### src/rtl/abort_seq_pkg.sv
package abort_seq_pkg;
  typedef enum logic [2:0] {
    ST_RUN,
    ST_QUAL,
    ST_SHUT,
    ST_RST,
    ST_REC
  } seq_st_e;
endpackage

### src/rtl/abort_seq_sync.sv
module abort_seq_sync #(
  parameter int unsigned STAGES = 2
) (
  input  logic clk_i,
  input  logic rst_ni,
  input  logic d_i,
  output logic q_o
);
  logic [STAGES-1:0] sh_q;

  // reset value 0: pin treated as asserted until sampled
  always_ff @(posedge clk_i or negedge rst_ni) begin
    if (!rst_ni) sh_q <= '0;
    else         sh_q <= {sh_q[STAGES-2:0], d_i};
  end

  assign q_o = sh_q[STAGES-1];
endmodule

### src/rtl/abort_seq_dly.sv
module abort_seq_dly #(
  parameter int unsigned CYC = 3
) (
  input  logic clk_i,
  input  logic rst_ni,
  input  logic load_i,
  output logic done_o
);
  localparam int unsigned CW = $clog2(CYC + 2);
  localparam logic [CW-1:0] LOAD_VAL = CW'(CYC);

  logic [CW-1:0] cnt_q;

  always_ff @(posedge clk_i or negedge rst_ni) begin
    if (!rst_ni)            cnt_q <= '0;
    else if (load_i)        cnt_q <= LOAD_VAL;
    else if (cnt_q != '0)   cnt_q <= cnt_q - 1'b1;
  end

  assign done_o = (cnt_q == '0);

  a_r7_count_down: assert property (@(posedge clk_i) disable iff (!rst_ni)
    (!load_i && cnt_q != '0) |=> (cnt_q == $past(cnt_q) - 1'b1));
endmodule

### src/rtl/abort_seq_inval.sv
module abort_seq_inval #(
  parameter int unsigned AW       = 16,
  parameter int unsigned BLK_BITS = 4
) (
  input  logic          clk_i,
  input  logic          rst_ni,
  input  logic          commit_i,
  input  logic          erase_i,
  input  logic [AW-1:0] addr_i,
  output logic          inval_o,
  output logic          blk_o,
  output logic [AW-1:0] addr_o
);
  localparam logic [AW-1:0] BLK_MASK = ~((AW'(1) << BLK_BITS) - AW'(1));

  always_ff @(posedge clk_i or negedge rst_ni) begin
    if (!rst_ni) begin
      inval_o <= 1'b0;
      blk_o   <= 1'b0;
      addr_o  <= '0;
    end else begin
      inval_o <= commit_i;
      if (commit_i) begin
        blk_o  <= erase_i;
        addr_o <= erase_i ? (addr_i & BLK_MASK) : addr_i;
      end
    end
  end
endmodule

### src/rtl/abort_seq_ctrl.sv
module abort_seq_ctrl
  import abort_seq_pkg::*;
#(
  parameter int unsigned MIN_PULSE = 4,
  parameter int unsigned SHUT_CYC  = 6
) (
  input  logic    clk_i,
  input  logic    rst_ni,
  input  logic    pin_s_i,
  input  logic    busy_i,
  input  logic    rec_done_i,
  output seq_st_e st_o,
  output logic    commit_o,
  output logic    rec_load_o
);
  localparam int unsigned MAXC = (MIN_PULSE > SHUT_CYC) ? MIN_PULSE : SHUT_CYC;
  localparam int unsigned CW   = $clog2(MAXC + 1);
  localparam logic [CW-1:0] QUAL_LAST = CW'(MIN_PULSE - 1);
  localparam logic [CW-1:0] SHUT_LAST = CW'(SHUT_CYC - 1);

  seq_st_e       st_q, st_d;
  logic [CW-1:0] cnt_q, cnt_d;

  always_comb begin
    st_d     = st_q;
    cnt_d    = cnt_q;
    commit_o = 1'b0;
    unique case (st_q)
      ST_RUN: if (!pin_s_i) begin
        st_d  = busy_i ? ST_QUAL : ST_RST;
        cnt_d = CW'(1);
      end
      ST_QUAL: begin
        if (pin_s_i)                 st_d = ST_RUN;   // short pulse ignored
        else if (!busy_i)            st_d = ST_RST;   // engine finished on its own
        else if (cnt_q == QUAL_LAST) begin
          st_d     = ST_SHUT;
          cnt_d    = '0;
          commit_o = 1'b1;
        end else                     cnt_d = cnt_q + 1'b1;
      end
      ST_SHUT: begin
        if (cnt_q == SHUT_LAST) st_d = pin_s_i ? ST_REC : ST_RST;
        else                    cnt_d = cnt_q + 1'b1;
      end
      ST_RST: if (pin_s_i) st_d = ST_REC;
      ST_REC: begin
        if (!pin_s_i)        st_d = ST_RST;
        else if (rec_done_i) st_d = ST_RUN;
      end
      default: st_d = ST_RST;
    endcase
  end

  assign rec_load_o = (st_d == ST_REC) && (st_q != ST_REC);
  assign st_o       = st_q;

  always_ff @(posedge clk_i or negedge rst_ni) begin
    if (!rst_ni) begin
      st_q  <= ST_RST;
      cnt_q <= '0;
    end else begin
      st_q  <= st_d;
      cnt_q <= cnt_d;
    end
  end

  a_r2_abort_needs_busy: assert property (@(posedge clk_i) disable iff (!rst_ni)
    (st_q == ST_SHUT && $past(st_q) == ST_QUAL) |-> $past(busy_i) && !$past(pin_s_i));
  a_r6_mode_at_shut_end: assert property (@(posedge clk_i) disable iff (!rst_ni)
    ($past(st_q) == ST_SHUT && st_q != ST_SHUT) |-> ((st_q == ST_RST) == !$past(pin_s_i)));
  a_r8_reset_exits_to_read: assert property (@(posedge clk_i) disable iff (!rst_ni)
    ($past(st_q) == ST_RST && st_q != ST_RST) |-> (st_q == ST_REC));
endmodule

### src/rtl/abort_seq.sv
module abort_seq
  import abort_seq_pkg::*;
#(
  parameter int unsigned AW        = 16,
  parameter int unsigned BLK_BITS  = 4,
  parameter int unsigned MIN_PULSE = 4,
  parameter int unsigned SHUT_CYC  = 6,
  parameter int unsigned RD_REC    = 3,
  parameter int unsigned WR_REC    = 5
) (
  input  logic          clk_i,
  input  logic          rst_ni,
  input  logic          pin_rst_ni,
  input  logic          busy_i,
  input  logic          op_erase_i,
  input  logic [AW-1:0] op_addr_i,
  output logic          abort_o,
  output logic          mode_reset_o,
  output logic          inval_o,
  output logic          inval_blk_o,
  output logic [AW-1:0] inval_addr_o,
  output logic          rd_ready_o,
  output logic          wr_ready_o
);
  seq_st_e st;
  logic    pin_s, commit, rec_load, rd_done, wr_done;

  abort_seq_sync #(.STAGES(2)) u_sync (
    .clk_i(clk_i), .rst_ni(rst_ni), .d_i(pin_rst_ni), .q_o(pin_s)
  );

  abort_seq_ctrl #(.MIN_PULSE(MIN_PULSE), .SHUT_CYC(SHUT_CYC)) u_ctrl (
    .clk_i(clk_i), .rst_ni(rst_ni), .pin_s_i(pin_s), .busy_i(busy_i),
    .rec_done_i(rd_done && wr_done), .st_o(st), .commit_o(commit),
    .rec_load_o(rec_load)
  );

  abort_seq_dly #(.CYC(RD_REC)) u_rd_dly (
    .clk_i(clk_i), .rst_ni(rst_ni), .load_i(rec_load), .done_o(rd_done)
  );

  abort_seq_dly #(.CYC(WR_REC)) u_wr_dly (
    .clk_i(clk_i), .rst_ni(rst_ni), .load_i(rec_load), .done_o(wr_done)
  );

  abort_seq_inval #(.AW(AW), .BLK_BITS(BLK_BITS)) u_inval (
    .clk_i(clk_i), .rst_ni(rst_ni), .commit_i(commit), .erase_i(op_erase_i),
    .addr_i(op_addr_i), .inval_o(inval_o), .blk_o(inval_blk_o), .addr_o(inval_addr_o)
  );

  logic live;
  assign live         = (st == ST_RUN) || (st == ST_QUAL);
  assign abort_o      = (st == ST_SHUT);
  assign mode_reset_o = (st == ST_RST);
  assign rd_ready_o   = live || (st == ST_REC && rd_done);
  assign wr_ready_o   = live || (st == ST_REC && wr_done);

  a_r10_ready_blocked: assert property (@(posedge clk_i) disable iff (!rst_ni)
    (abort_o || mode_reset_o) |-> (!rd_ready_o && !wr_ready_o));
  a_r5_inval_with_abort: assert property (@(posedge clk_i) disable iff (!rst_ni)
    $rose(abort_o) |-> inval_o);
  a_r5_inval_one_cycle: assert property (@(posedge clk_i) disable iff (!rst_ni)
    inval_o |=> !inval_o);
  a_r4_no_inval_outside: assert property (@(posedge clk_i) disable iff (!rst_ni)
    inval_o |-> abort_o);
endmodule

### config.mk
export PLATFORM = sky130hd
export DESIGN_NAME = abort_seq
export DESIGN_NICKNAME = d
export VERILOG_FILES = /design/src/rtl/abort_seq_pkg.sv /design/src/rtl/abort_seq_sync.sv /design/src/rtl/abort_seq_dly.sv /design/src/rtl/abort_seq_inval.sv /design/src/rtl/abort_seq_ctrl.sv /design/src/rtl/abort_seq.sv
export SDC_FILE = /design/constraint.sdc
export NUM_CORES = 1
export LEC_CHECK = 0
export ABC_AREA = 1
export ABC_CLOCK_PERIOD_IN_PS = 3300
export CORE_MARGIN = 2
export CORE_UTILIZATION = 51
export CTS_CLUSTER_DIAMETER = 100
export DETAILED_ROUTE_END_ITERATION = 10
export MAX_ROUTING_LAYER = met4
export PLACE_DENSITY_LB_ADDON = 0.05
export SETUP_SLACK_MARGIN = 0.02
export SYNTH_ARGS = -nofsm -noshare
export SYNTH_HDL_FRONTEND = slang
export SYNTH_SLANG_ARGS = --single-unit
### constraint.sdc
create_clock -name clk_i -period 3.3 [get_ports clk_i]
set_input_delay 0.66 -clock clk_i [delete_from_list [all_inputs] [get_ports clk_i]]
set_output_delay 0.66 -clock clk_i [all_outputs]
set_load 0.01 [all_outputs]
==> results by group <==
Floorplan
  • Die Wd: approximately 60 um
  • Die Y: 60.0 um
  • Area of the core: between 3000 and 4000 um^2
  • Initial core utilization: between 50% and 60%
  • Die Area: between 3000 and 4000 um^2
  • # IOs: between 40 and 50
  • Row count: 20

Synth
  • Post-synth EDFFs: 0
  • Synth warn: 0
  • Gate Count Post-Synth: roughly 190
  • Syn_nets: 221
  • FFs w/ async S/R, synth: 100%
  • Synth area leaders: dfrtp_1, nand2_1, inv_1
  • Post-synthesis area per instance: about 8.3 um^2
  • Sequential share of the synthesized area: 50.2%
  • Yosys top cell by area: dfrtp_1
  • Synth Register Bits: 32
  • Most frequent cells after synthesis: nand2_1, dfrtp_1, inv_1
  • Area of the mapped netlist: between 1500 and 2000 um^2
  • Count leader, synth: nand2_1
  • Distinct cells, synth: 22
  • Synth Flop Type: dfrtp_1
  • Top cell type's share of synthesized area: between 40% and 50%

GRT
  • Gr ovfl total: 0
  • Initial antenna violation count: 0
  • Overall routing resource usage: 21.0%
  • Largest net degree at the start of global routing: 33
  • First-pass GRT wire length: about 5.5 mm
  • Vias in the first global route: approximately 1,300

STA
  • Measured slew at the worst slew-check pin: 0.404 ns
  • Pins Over Slew Limit: 0
  • Setup violations, final: 0
  • Fin Setup TNS: 0 ns
  • Hold Vio Cnt, Final: 0
  • Setup Skew: 0.0147 ns
  • Fin crit share: 83.6%
  • RSZ-0062 raised after global routing: no
  • Rel. slew slack: 73.1%
  • Fin crit period: ~2.8 ns
  • Maximum clock frequency: 362 MHz

Worst setup path
  • Internal reg-to-reg setup slack: 1.53 ns
  • FF-to-FF path depth: 8
  • Reg2reg end: u_inval.addr_o[5]
  • End of the critical path: wr_ready_o
  • Crit path DAT: around 2.1 ns
  • Cells along the critical path: inv_1 -> ha_1 -> inv_1 -> nor2_1 -> inv_1 -> o21ai_0 -> clkdlybuf4s50_1
  • Critical path type: reg -> out
  • Crit-path most repeated cell: inv_1
  • Crit path launch type: register
  • Critical path's slowest cell: clkdlybuf4s50_1
  • Worst r2r src: u_ctrl.cnt_q[0]
  • Critical Path Max Stage Delay: 0.55 ns
  • Worst Setup SP: u_wr_dly.cnt_q[0]
  • Crit end category: primary output
  • WP data required: between 2 and 3 ns
  • Worst-path fanout max: 6

Clocking
  • Post-cts sizing count: 0
  • Root buf cell: clkbuf_4
  • Longest Clk Path Bufs: 2
  • Hold-fix buffers, CTS: 0
  • Clk_lat worst skew: around 0.32 ns
  • CTS clk-pin slew, worst paths: 0.10 ns
  • CTS tree: done
  • CTS Buf Count: 5
  • Clock sink count: 32
  • Setup Buffers After CTS: 0
  • H-tree Lvls: 2

Drt
  • Drt pass-1 iters: 4
  • Initial DRC Count: 83
  • Drt wl/cell: 11.2 um
  • Post-route ant nets: 0
  • Drt total wl: 3.16 mm
  • Via Count: 1,351
  • Avg Vias per Cell: between 4 and 5
  • # DRC: 0

Pwr
  • Power density over the cells: 872 nW/um^2
  • Peak supply drop: 0.000440 V
  • Leakage power: between 1 and 1.5 nW

Final layout
  • Nets: roughly 270
  • Design Area, Final: approximately 2100 um^2
  • Fraction of layout cells with a size suffix above 1: around 8%
  • Inserted Diodes: 0
  • Area Growth Syn to Fin: 34.2%

Place
  • Cell Area, Placed: between 2000 and 2500 um^2
  • Quantity of I/O buffers inserted on ports: between 40 and 50
  • GPL Wtd Cong: about 0.9
  • HPWL Detailed: approximately 2.3 mm

Worst hold path
  • Min-delay worst type: reg -> reg

Run
  • Max-cap violations: 0

Outcome
  • Status: finished, final reports clean
-- per-stage QoR --
| step | utilization [%] | setup slack [ns] | std cells | power [mW] | hold slack [ns] |
|---|---|---|---|---|---|
| 2_1_floorplan | - | 1.46 | 192 | 1.17 | 0.331 |
| 6_report | 70.9 | 0.541 | 283 | 1.87 | 0.360 |
| 3_3_place_gp | 67.8 | 1.01 | 275 | 1.50 | 0.331 |
| 4_1_cts | 70.9 | 0.521 | 283 | 1.89 | 0.364 |
| 5_1_grt | 70.9 | 0.362 | 283 | 2.04 | 0.379 |
| 3_5_place_dp | 67.8 | 0.896 | 275 | 1.54 | 0.339 |
-- worst min path at each step --
| stage | startpoint | slack, ns | cells after the start | endpoint |
|---|---|---|---|---|
| global placement | u_sync.sh_q[0] | 0.33 | 0 | u_sync.sh_q[1] |
| finish | u_sync.sh_q[0] | 0.36 | 0 | u_sync.sh_q[1] |
| global route | u_sync.sh_q[0] | 0.38 | 0 | u_sync.sh_q[1] |
| CTS | u_sync.sh_q[0] | 0.36 | 0 | u_sync.sh_q[1] |
| detailed placement | u_sync.sh_q[0] | 0.34 | 0 | u_sync.sh_q[1] |
| floorplan | u_sync.sh_q[0] | 0.33 | 0 | u_sync.sh_q[1] |
-- state kept, by name (all words and copies together) (netlist names) --
| register | flops |
|---|---|
| u_wr_dly.cnt_q | 3 |
| u_ctrl.st_o | 3 |
| u_inval.blk_o | 1 |
| u_inval.inval_o | 1 |
| u_inval.addr_o | 16 |
| u_ctrl.cnt_q | 3 |
| u_sync.sh_q | 2 |
| u_rd_dly.cnt_q | 3 |
-- power by group --
part	switching, mW	internal (mW)	leakage [nW]
clock	0.128	0.201	0.0515
combinational	0.462	0.419	0.643
sequential	0.108	0.554	0.414
total	0.698	1.17	1.11
-- critical path: cells and delay by family, from the launching register on --
family                   cells  cell delay (ns)
buffers and inverters        4             0.77
flip-flops                   1             0.39
AND/OR/NAND/NOR              1             0.30
adder cells (fa/ha/maj)      1             0.17
AO/OA/AOI/OAI                1             0.15
-- placed cells by master (no fill, tap or decap) --
master and n:
a21oi_1 4, and2_1 1, buf_4 1, bufinv_16 1, clkbuf_4 5, clkbuf_8 2, clkdlybuf4s50_1 42, dfrtp_1 30
dfstp_2 2, ha_1 8, inv_1 30, inv_2 3, nand2_1 67, nand2_2 1, nand3_1 6, nand3_2 1
nand3_4 1, nor2_1 9, nor2_2 1, nor2_8 1, o21ai_0 15, o31ai_1 4, xnor2_1 2, xor2_1 2
-- logic make-up after synthesis --
logic type	after synthesis	synth area share (%)
flip-flops	32	50.2
XOR/XNOR	4	2.19
buffers and inverters	37	9.69
AND/OR/NAND/NOR	88	23.8
AO/OA/AOI/OAI	23	7.82
adder cells (fa/ha/maj)	8	6.26
-- final cells by class --
class                   count  area, um^2
clock buffers               7        65.1
clock inverters             1        30.0
fillers                   243         881
inverters                  33         124
multi-input cells         123         642
flip-flops and latches     32         803
well taps                  44        55.1
repair buffers             43         428
-- per-layer routing --
metal	vias to the layer above	track usage, %	wire length [um]
li1	678	-	-
met1	618	25.0	1360
met2	50	33.9	1540
met3	5	5.41	226
met4	0	8.25	28
met5	-	-	0
Note: power is estimated with default switching activity, not from simulation.
